$ cat src/rtl/pid_comp_pkg.sv
package pid_comp_pkg;
  localparam int NUM_TBL = 3;

  typedef struct packed {
    logic sample;
    logic write;
  } ctrl_strb_t;
endpackage

$ cat src/rtl/pid_comp_ctrl.sv
module pid_comp_ctrl
  import pid_comp_pkg::*;
#(
  parameter int CODE_W    = 4,
  parameter int NUM_CODES = 13,
  parameter int SEL_W     = 2
) (
  input  logic              clk,
  input  logic              rstN,
  input  logic              sampleStb,
  input  logic [CODE_W-1:0] errCode,
  input  logic              tblWe,
  input  logic [SEL_W-1:0]  tblSel,
  input  logic [CODE_W-1:0] tblAddr,
  output ctrl_strb_t        strb,
  output logic [CODE_W-1:0] codeSafe,
  output logic              dutyValid,
  output logic              codeErr
);
  localparam logic [CODE_W-1:0] MAX_CODE = CODE_W'(NUM_CODES - 1);
  localparam logic [SEL_W-1:0]  LAST_SEL = SEL_W'(NUM_TBL - 1);

  logic codeIllegal;

  assign codeIllegal = errCode > MAX_CODE;
  assign codeSafe    = codeIllegal ? MAX_CODE : errCode;

  always_comb begin
    strb.sample = sampleStb;
    strb.write  = tblWe && !sampleStb && (tblAddr <= MAX_CODE) && (tblSel <= LAST_SEL);
  end

  always_ff @(posedge clk or negedge rstN) begin
    if (!rstN) begin
      dutyValid <= 1'b0;
      codeErr   <= 1'b0;
    end else begin
      dutyValid <= sampleStb;
      if (sampleStb && codeIllegal) codeErr <= 1'b1;
    end
  end
endmodule

$ cat src/rtl/pid_comp_datapath.sv
module pid_comp_datapath
  import pid_comp_pkg::*;
#(
  parameter int CODE_W    = 4,
  parameter int NUM_CODES = 13,
  parameter int COEF_W    = 24,
  parameter int DUTY_W    = 13,
  parameter int SEL_W     = 2
) (
  input  logic              clk,
  input  logic              rstN,
  input  ctrl_strb_t        strb,
  input  logic [CODE_W-1:0] codeSafe,
  input  logic [SEL_W-1:0]  tblSel,
  input  logic [CODE_W-1:0] tblAddr,
  input  logic [COEF_W-1:0] tblData,
  output logic [DUTY_W-1:0] duty,
  output logic [CODE_W-1:0] hist1,
  output logic [CODE_W-1:0] hist2
);
  localparam int ACC_W = COEF_W;
  localparam int SUM_W = ACC_W + 3;
  localparam logic [CODE_W-1:0] MID_CODE = CODE_W'((NUM_CODES - 1) / 2);

  logic [ACC_W-1:0]         acc;
  logic [CODE_W-1:0]        idx   [NUM_TBL];
  logic signed [COEF_W-1:0] rdVal [NUM_TBL];
  logic signed [SUM_W-1:0]  sum;
  logic [ACC_W-1:0]         accNext;

  always_comb begin
    idx[0] = codeSafe;
    idx[1] = hist1;
    idx[2] = hist2;
  end

  for (genvar t = 0; t < NUM_TBL; t++) begin : g_tbl
    logic signed [COEF_W-1:0] mem [NUM_CODES];

    always_ff @(posedge clk or negedge rstN) begin
      if (!rstN) begin
        for (int i = 0; i < NUM_CODES; i++) mem[i] <= '0;
      end else if (strb.write && tblSel == SEL_W'(t)) begin
        mem[tblAddr] <= tblData;
      end
    end

    assign rdVal[t] = mem[idx[t]];
  end

  always_comb begin
    sum = $signed({3'b000, acc});
    for (int t = 0; t < NUM_TBL; t++) sum = sum + SUM_W'(rdVal[t]);
    if (sum[SUM_W-1])                 accNext = '0;
    else if (|sum[SUM_W-2:ACC_W])     accNext = '1;
    else                              accNext = sum[ACC_W-1:0];
  end

  always_ff @(posedge clk or negedge rstN) begin
    if (!rstN) begin
      acc   <= '0;
      hist1 <= MID_CODE;
      hist2 <= MID_CODE;
    end else if (strb.sample) begin
      acc   <= accNext;
      hist1 <= codeSafe;
      hist2 <= hist1;
    end
  end

  assign duty = acc[ACC_W-1 -: DUTY_W];
endmodule

$ cat src/rtl/pid_duty_comp.sv
module pid_duty_comp
  import pid_comp_pkg::*;
#(
  parameter int CODE_W    = 4,
  parameter int NUM_CODES = 13,
  parameter int COEF_W    = 24,
  parameter int DUTY_W    = 13,
  parameter int SEL_W     = 2
) (
  input  logic              clk,
  input  logic              rstN,
  input  logic              sampleStb,
  input  logic [CODE_W-1:0] errCode,
  input  logic              tblWe,
  input  logic [SEL_W-1:0]  tblSel,
  input  logic [CODE_W-1:0] tblAddr,
  input  logic [COEF_W-1:0] tblData,
  output logic [DUTY_W-1:0] duty,
  output logic              dutyValid,
  output logic              codeErr
);
  ctrl_strb_t        strb;
  logic [CODE_W-1:0] codeSafe;
  logic [CODE_W-1:0] hist1;
  logic [CODE_W-1:0] hist2;

  pid_comp_ctrl #(
    .CODE_W(CODE_W), .NUM_CODES(NUM_CODES), .SEL_W(SEL_W)
  ) ctrl_i (
    .clk(clk), .rstN(rstN), .sampleStb(sampleStb), .errCode(errCode),
    .tblWe(tblWe), .tblSel(tblSel), .tblAddr(tblAddr),
    .strb(strb), .codeSafe(codeSafe), .dutyValid(dutyValid), .codeErr(codeErr)
  );

  pid_comp_datapath #(
    .CODE_W(CODE_W), .NUM_CODES(NUM_CODES), .COEF_W(COEF_W),
    .DUTY_W(DUTY_W), .SEL_W(SEL_W)
  ) dp_i (
    .clk(clk), .rstN(rstN), .strb(strb), .codeSafe(codeSafe),
    .tblSel(tblSel), .tblAddr(tblAddr), .tblData(tblData),
    .duty(duty), .hist1(hist1), .hist2(hist2)
  );
endmodule

$ cat config.mk
export PLATFORM = sky130hd
export DESIGN_NAME = pid_duty_comp
export DESIGN_NICKNAME = d
export VERILOG_FILES = /design/src/rtl/pid_comp_pkg.sv /design/src/rtl/pid_comp_ctrl.sv /design/src/rtl/pid_comp_datapath.sv /design/src/rtl/pid_duty_comp.sv
export SDC_FILE = /design/constraint.sdc
export NUM_CORES = 2
export LEC_CHECK = 0
export ABC_AREA = 1
export BUFFER_PORTS_ARGS = -buffer_cell sky130_fd_sc_hd__buf_4
export CORE_MARGIN = 4
export CORE_UTILIZATION = 35
export CTS_BUF_LIST = sky130_fd_sc_hd__clkbuf_4
export DETAILED_ROUTE_END_ITERATION = 16
export GPL_TIMING_DRIVEN = 0
export PLACE_DENSITY = 0.58
export SYNTH_ARGS = -nofsm -noshare
export SYNTH_HDL_FRONTEND = slang
export SYNTH_SLANG_ARGS = --single-unit
$ cat constraint.sdc
create_clock -name clk -period 11.3 [get_ports clk]
set_clock_uncertainty 0.2 [all_clocks]
set_input_delay 1.13 -clock clk [delete_from_list [all_inputs] [get_ports clk]]
set_output_delay 1.13 -clock clk [all_outputs]
set_load 0.01 [all_outputs]
# Word-level counts from Yosys, hierarchy flattened

Cells that the tools add are included.

Flip-flop bits (word level): 970
Bits of input ports: 38
Output and inout port bits: 15
Word-level logic and storage cells: 89

Add/subtract/negate cells: 3
Order comparisons: 8
Equality and inequality tests: 2
Muxes and demuxes: 17
Bitwise gates (word level): 4
Reduce and logical (&&, ||, !) cells: 11

Operator list:

| kind                                                                          | count |
|---|---|
| 312-bit bitwise mux                                                           | 3 |
| 24-bit binary-select mux with 4-bit select                                    | 3 |
| 24-bit two-way mux                                                            | 9 |
| 24-bit demux with 4-bit select                                                | 1 |
| 26-bit by 24-bit adder with 27-bit output                                     | 1 |
| 27-bit by 24-bit adder with 27-bit output                                     | 1 |
| 25-bit by 24-bit adder with 26-bit output                                     | 1 |
| 5-bit >= comparator (second input constant)                                   | 4 |
| 4-bit inverter with 5-bit output                                              | 4 |
| 1-bit logical AND                                                             | 8 |
| 5-bit by 1-bit less-than comparator with 1-bit output (second input constant) | 1 |
| 4-bit greater-than comparator (second input constant)                         | 1 |
| 4-bit less-or-equal comparator (second input constant)                        | 1 |
| 4-bit two-way mux                                                             | 1 |
| 2-bit by 1-bit equality test with 1-bit output (second input constant)        | 1 |
| 2-bit equality test (second input constant)                                   | 1 |
| 2-bit less-or-equal comparator (second input constant)                        | 1 |
| 2-bit logical NOT                                                             | 1 |
| 2-bit OR reduction                                                            | 1 |
| 1-bit logical NOT                                                             | 1 |

# Longest topological paths before layout

Word-level depth: 12
Mapped depth: 31
Gate-level depth less buffers: 28

# Hierarchy

A second synthesis with hierarchy kept.

Cell total of the unflattened synthesis: 5,652
Area total of the unflattened synthesis: 46,540.9 um^2

By module, submodules not included:

| module            | times used | cells each | area each (um^2) | seq. area each (um^2) |
|---|---|---|---|---|
| pid_comp_datapath | 1          | 5,636      | 46,418.3         | 24,228.2 |
| pid_comp_ctrl     | 1          | 16         | 122.6            | 50.0 |

# Worst setup path before layout

No wires, ideal clock.

Path type: in2reg
Start: input errCode[0]
End: register dp_i.acc[10]
Setup time: 0.116 ns
Arrival: 5.031 ns
Required time: 10.984 ns
Setup slack: 5.953 ns
Stages on the path: 30
Buffers on the path: 4
Cells stage by stage: buf_2 nand2_1 buf_2 inv_2 clkbuf_1 nand2_1 nand3_1 a32o_1 nand2_1 nand3_1 fa_1 inv_1 fa_1 inv_1 ha_1 inv_1 fa_1 inv_1 nand2_1 nand2_1 nand3_1 nand2_1 nand2_1 nand4_1 nand2_1 inv_1 buf_2 nand3_1 nand2_1 nand2_1

Word-level cells in the longest chain between the ends: 12

RTL lines:

| element                                                    | RTL line                | source |
|---|---|---|
| start, declared                                            | pid_duty_comp.sv:13     | `input logic [CODE_W-1:0] errCode,` |
| 4-bit greater-than comparator                              | pid_comp_ctrl.sv:25     | `assign codeIllegal = errCode > MAX_CODE;` |
| 4-bit two-way mux (*)                                      | pid_comp_ctrl.sv:26     | `assign codeSafe = codeIllegal ? MAX_CODE : errCode;` |
| 4-bit inverter with 5-bit output (not written as such) (*) | pid_comp_datapath.sv:48 | `assign rdVal[t] = mem[idx[t]];` |
| 24-bit binary-select mux with 4-bit select (*)             | pid_comp_datapath.sv:48 |  |
| 24-bit two-way mux (not written as such) (*) (2 in series) | pid_comp_datapath.sv:48 |  |
| 25-bit by 24-bit adder with 26-bit output (*)              | pid_comp_datapath.sv:53 | `for (int t = 0; t < NUM_TBL; t++) sum = sum + SUM_W'(rdVal[t]);` |
| 26-bit by 24-bit adder with 27-bit output (*)              | pid_comp_datapath.sv:53 |  |
| 27-bit by 24-bit adder with 27-bit output (*)              | pid_comp_datapath.sv:53 |  |
| 2-bit OR reduction                                         | pid_comp_datapath.sv:55 | `else if (\|sum[SUM_W-2:ACC_W]) accNext = '1;` |
| 24-bit two-way mux                                         | pid_comp_datapath.sv:55 |  |
| 24-bit two-way mux (*)                                     | pid_comp_datapath.sv:54 | `if (sum[SUM_W-1]) accNext = '0;` |
| end signal, assigned                                       | pid_comp_datapath.sv:65 | `acc <= accNext;` |
| end, declared                                              | pid_comp_datapath.sv:25 | `logic [ACC_W-1:0] acc;` |

Mark *: on every way between the ends. The rest lies on a longest branch, timed or not. The select of a mux whose other input is x is not followed.
A chain may end at the register's enable or synchronous reset.

# Final worst setup path

Start: input errCode[2]
End: register dp_i.acc[3]

Same word-level chain as after synthesis.

==> run_results.csv <==
group,metric,value,unit
clocking,clk_transition_reported_paths,0.06,ns
floorplan,initial_core_util,35.2,%
timing,finalSetupTns,0,ns
cells_and_area,final_layout_size_suffix_gt1_share,11.7,%
pwr,power_per_cell_area,196,mW/mm2
run,cap_viol_max_count,0,
drt,post-route-drc-count,0,
global_routing,grt_max_degree,165,
pwr,totalPowerFinal,0.0103,W
place,gp_routability_congestion,1.02,
timing,final_max_slew_viol_count,0,
logic_synthesis,synth.distinct_cells,44,
logic_synthesis,synth-edff-count,0,
worst_setup_path,timing.critical_path.arrival,8.20,ns
timing,max_clock_freq,136,MHz
worst_hold_path,worstHoldStart,"errCode[1]",
worst_hold_path,timing.hold.worst_endpoint,"ctrl_i.codeErr",
place,dp_worst_setup_slack,3.69,ns
timing,post-route-worst-setup-slack,3.96,ns
worst_setup_path,regToRegEndpoint,"dp_i.acc[6]",
worst_setup_path,worstReg2RegStart,"dp_i.hist1[0]",
logic_synthesis,synth_warnings,0,
logic_synthesis,async_flop_share,100,%
logic_synthesis,register_area_share_after_synthesis,52.5,%
worst_hold_path,worstHoldPathCells,3,
worst_setup_path,cp_max_fo,10,
logic_synthesis,synth_top_area_cell,"dfrtp_1",
place,dp_hpwl,141000,um
drt,detail-route-antenna-nets,0,
worst_hold_path,hp-class,"input pin to flip-flop",
timing,timing.final.crit_period,7.34,ns
place,portBuffers,51,
clocking,clockBufferDepth,4,
timing,finalHoldViolCount,0,
global_routing,grt_pass1_wl,283000,um
timing,worst_pin_slew,1.41,ns
pwr,leakage_power_figure,24.0,nW
drt,drt_iter0_markers,5418,
floorplan,rows,133,
floorplan,pin_count,53,
floorplan,die_height,371,um
drt,route.final.wire_length,196000,um
timing,finalSetupViolCount,0,
global_routing,global_route.overflow_total,0,
logic_synthesis,syn-mean-instance-area,8.45,um2
clocking,tritoncts.num_buffers,293,
drt,route.detailed.wl_per_inst,25.3,um
clocking,root_buffer_master,"clkbuf_4",
logic_synthesis,netlist.area_leader.share,52.3,%
logic_synthesis,synth_area,0.0462,mm2
timing,worst_slew_margin_rel,4.77,%
global_routing,first_global_vias,41700,
worst_setup_path,worstRegToRegCells,28,
global_routing,antenna_found_initial,17,
worst_setup_path,setup.reg_to_reg.worst_slack,4.41,ns
logic_synthesis,synth_cells,5472,
logic_synthesis,synth.area.top_cells,"dfrtp_1 (52%), nand2_1 (12%), o21ai_0 (10%)",
floorplan,coreArea,0.131,mm2
drt,num_vias,43300,
worst_setup_path,crit_type,"input pin to flip-flop",
cells_and_area,nets,5941,
drt,routed_via_density,5.58,
floorplan,die_area,0.138,mm2
run_status,outcome,"completed",
worst_setup_path,worst_ep_required_time,12.16,ns
logic_synthesis,yosys_register_bits,970,
floorplan,chipWidth,371,um
logic_synthesis,synth_top_flop_cell,"dfrtp_1",
worst_setup_path,worstSetupStartpointType,"input pin",
cells_and_area,syn2layout_area_growth,13.4,%
clocking,cts_tree,"done",
clocking,cts_resized,0,
timing,final_min_period_over_clock_period,64.9,%
pwr,power.ir.vdd_worst,0.130,mV
worst_setup_path,worst_setup_ep_type,"flip-flop",
global_routing,grt.total_usage,28.1,%
clocking,htree_levels,5,
drt,dr.pass1.iters,6,
clocking,clock_insertion_delay_worst_skew,1.25,ns
clocking,cts.sink_count,970,
logic_synthesis,synth_fp_nets,5585,
timing,grt_setup_unrepaired,"false",
-- sequential cells by signal, summed over array words and instances (netlist names) --
signal and flops:
dp_i.g_tbl.mem 936, dp_i.acc 24, dp_i.hist1 4, dp_i.hist2 4
ctrl_i.codeErr 1, ctrl_i.dutyValid 1
-- cell families after synthesis --
kind of cell	share of synthesized area [%]
AND/OR/NAND/NOR	18.3
multiplexers	1.36
AO/OA/AOI/OAI	18.1
buffers and inverters	6.70
XOR/XNOR	0.246
flip-flops	52.5
adder cells (fa/ha/maj)	2.81
-- worst max path at each step --
stage | startpoint | to | cells after the start
2_1_floorplan | errCode[0] | dp_i.acc[10] | 30
6_report | errCode[2] | dp_i.acc[3] | 25
4_1_cts | errCode[2] | dp_i.acc[3] | 25
5_1_grt | errCode[2] | dp_i.acc[4] | 25
3_5_place_dp | errCode[2] | dp_i.acc[18] | 23
3_3_place_gp | rstN | dp_i.g_tbl[1].mem[95] | 1
-- through the flow --
step	hold slack [ns]	utilization, %	std cells	area [um2]
finish	0.127	39.9	7761	52400
global route	0.114	39.9	7757	52400
CTS	0.0102	39.9	7754	52400
detailed placement	0.265	37.3	7284	49000
global placement	0.261	37.2	7278	48800
floorplan	0.246	-	5472	46200
-- worst max-delay path, stage by stage --
cell	delay, ns
dlygate4sd3_1	0.54
buf_4	0.20
nand2_2	0.18
nand2_1	0.08
buf_2	0.22
inv_2	0.17
clkbuf_1	0.55
nor2_1	0.09
o311ai_0	1.15
o211ai_1	0.62
fa_1	0.67
fa_1	0.51
inv_1	0.04
ha_1	0.35
nand2_1	0.11
nor2_1	0.27
nand3_1	0.13
nand3b_1	0.24
nand3_1	0.17
nand3_1	0.12
nand2_1	0.08
nor2_4	0.20
buf_4	0.21
nand2_1	0.07
nand2_1	0.07
-- power by group --
part | internal [W] | switching [W] | total, W | leakage, nW
Sequential | 0.00377 | 0.000190 | 0.00396 | 13.2
Clock | 0.00172 | 0.00157 | 0.00329 | 2.05
Combinational | 0.000976 | 0.00207 | 0.00304 | 8.75
-- cell usage after synthesis, types with 19 or more instances --
| cell type | n |
|---|---|
| clkbuf_1 | 308 |
| fa_1 | 48 |
| nand2_1 | 1510 |
| buf_2 | 117 |
| o21ai_1 | 197 |
| dfrtp_1 | 966 |
| nand3_1 | 196 |
| o221ai_1 | 62 |
| o31ai_1 | 22 |
| buf_1 | 19 |
| buf_4 | 24 |
| a21oi_1 | 64 |
| inv_1 | 211 |
| buf_6 | 24 |
| nor2_1 | 403 |
| o21ai_0 | 946 |
| ha_1 | 27 |
| mux2i_1 | 63 |
| o32ai_1 | 82 |
| o211ai_1 | 51 |
| a31oi_1 | 21 |
-- metal layers --
| layer | wire [um] | vias to the layer above | global-route usage [%] |
|---|---|---|---|
| met4 | 11600 | 2 | 15.3 |
| met2 | 83600 | 2440 | 40.7 |
| met1 | 79500 | 21300 | 37.7 |
| met5 | 13 | - | 0 |
| met3 | 21500 | 514 | 8.50 |
| li1 | - | 19000 | - |
-- layout make-up --
type	instances	area [um2]
Antenna cell	6	15.0
Multi-Input combinational cell	3788	18900
Timing Repair Buffer	61	596
Clock inverter	43	189
Tap cell	1755	2200
Sequential cell	970	24300
Buffer	492	2260
Clock buffer	424	3180
Inverter	222	833
Fill cell	13700	78900
-- cells in the final DEF, fill, tap and decap left out, types with 13 or more instances in the layout --
| cell type | instances |
|---|---|
| buf_1 | 19 |
| nor2_1 | 403 |
| inv_2 | 13 |
| o31ai_1 | 22 |
| buf_6 | 24 |
| ha_1 | 27 |
| a21oi_1 | 64 |
| a31oi_1 | 21 |
| buf_4 | 74 |
| fa_1 | 48 |
| clkbuf_1 | 308 |
| buf_2 | 118 |
| nand3_1 | 196 |
| mux2i_1 | 63 |
| inv_1 | 211 |
| o211ai_1 | 51 |
| o32ai_1 | 82 |
| clkinv_1 | 39 |
| o21ai_0 | 946 |
| dfrtp_1 | 966 |
| o221ai_1 | 62 |
| a32o_1 | 18 |
| o21ai_1 | 197 |
| nand2_1 | 1510 |
| clkbuf_4 | 424 |
-- timing repair --
action                                 in CTS  in global routing
endpoints found under the hold margin     145                  0
hold buffers                                3                  0
buffers inserted                            0                  0
Power figures use the tool's default switching activity.
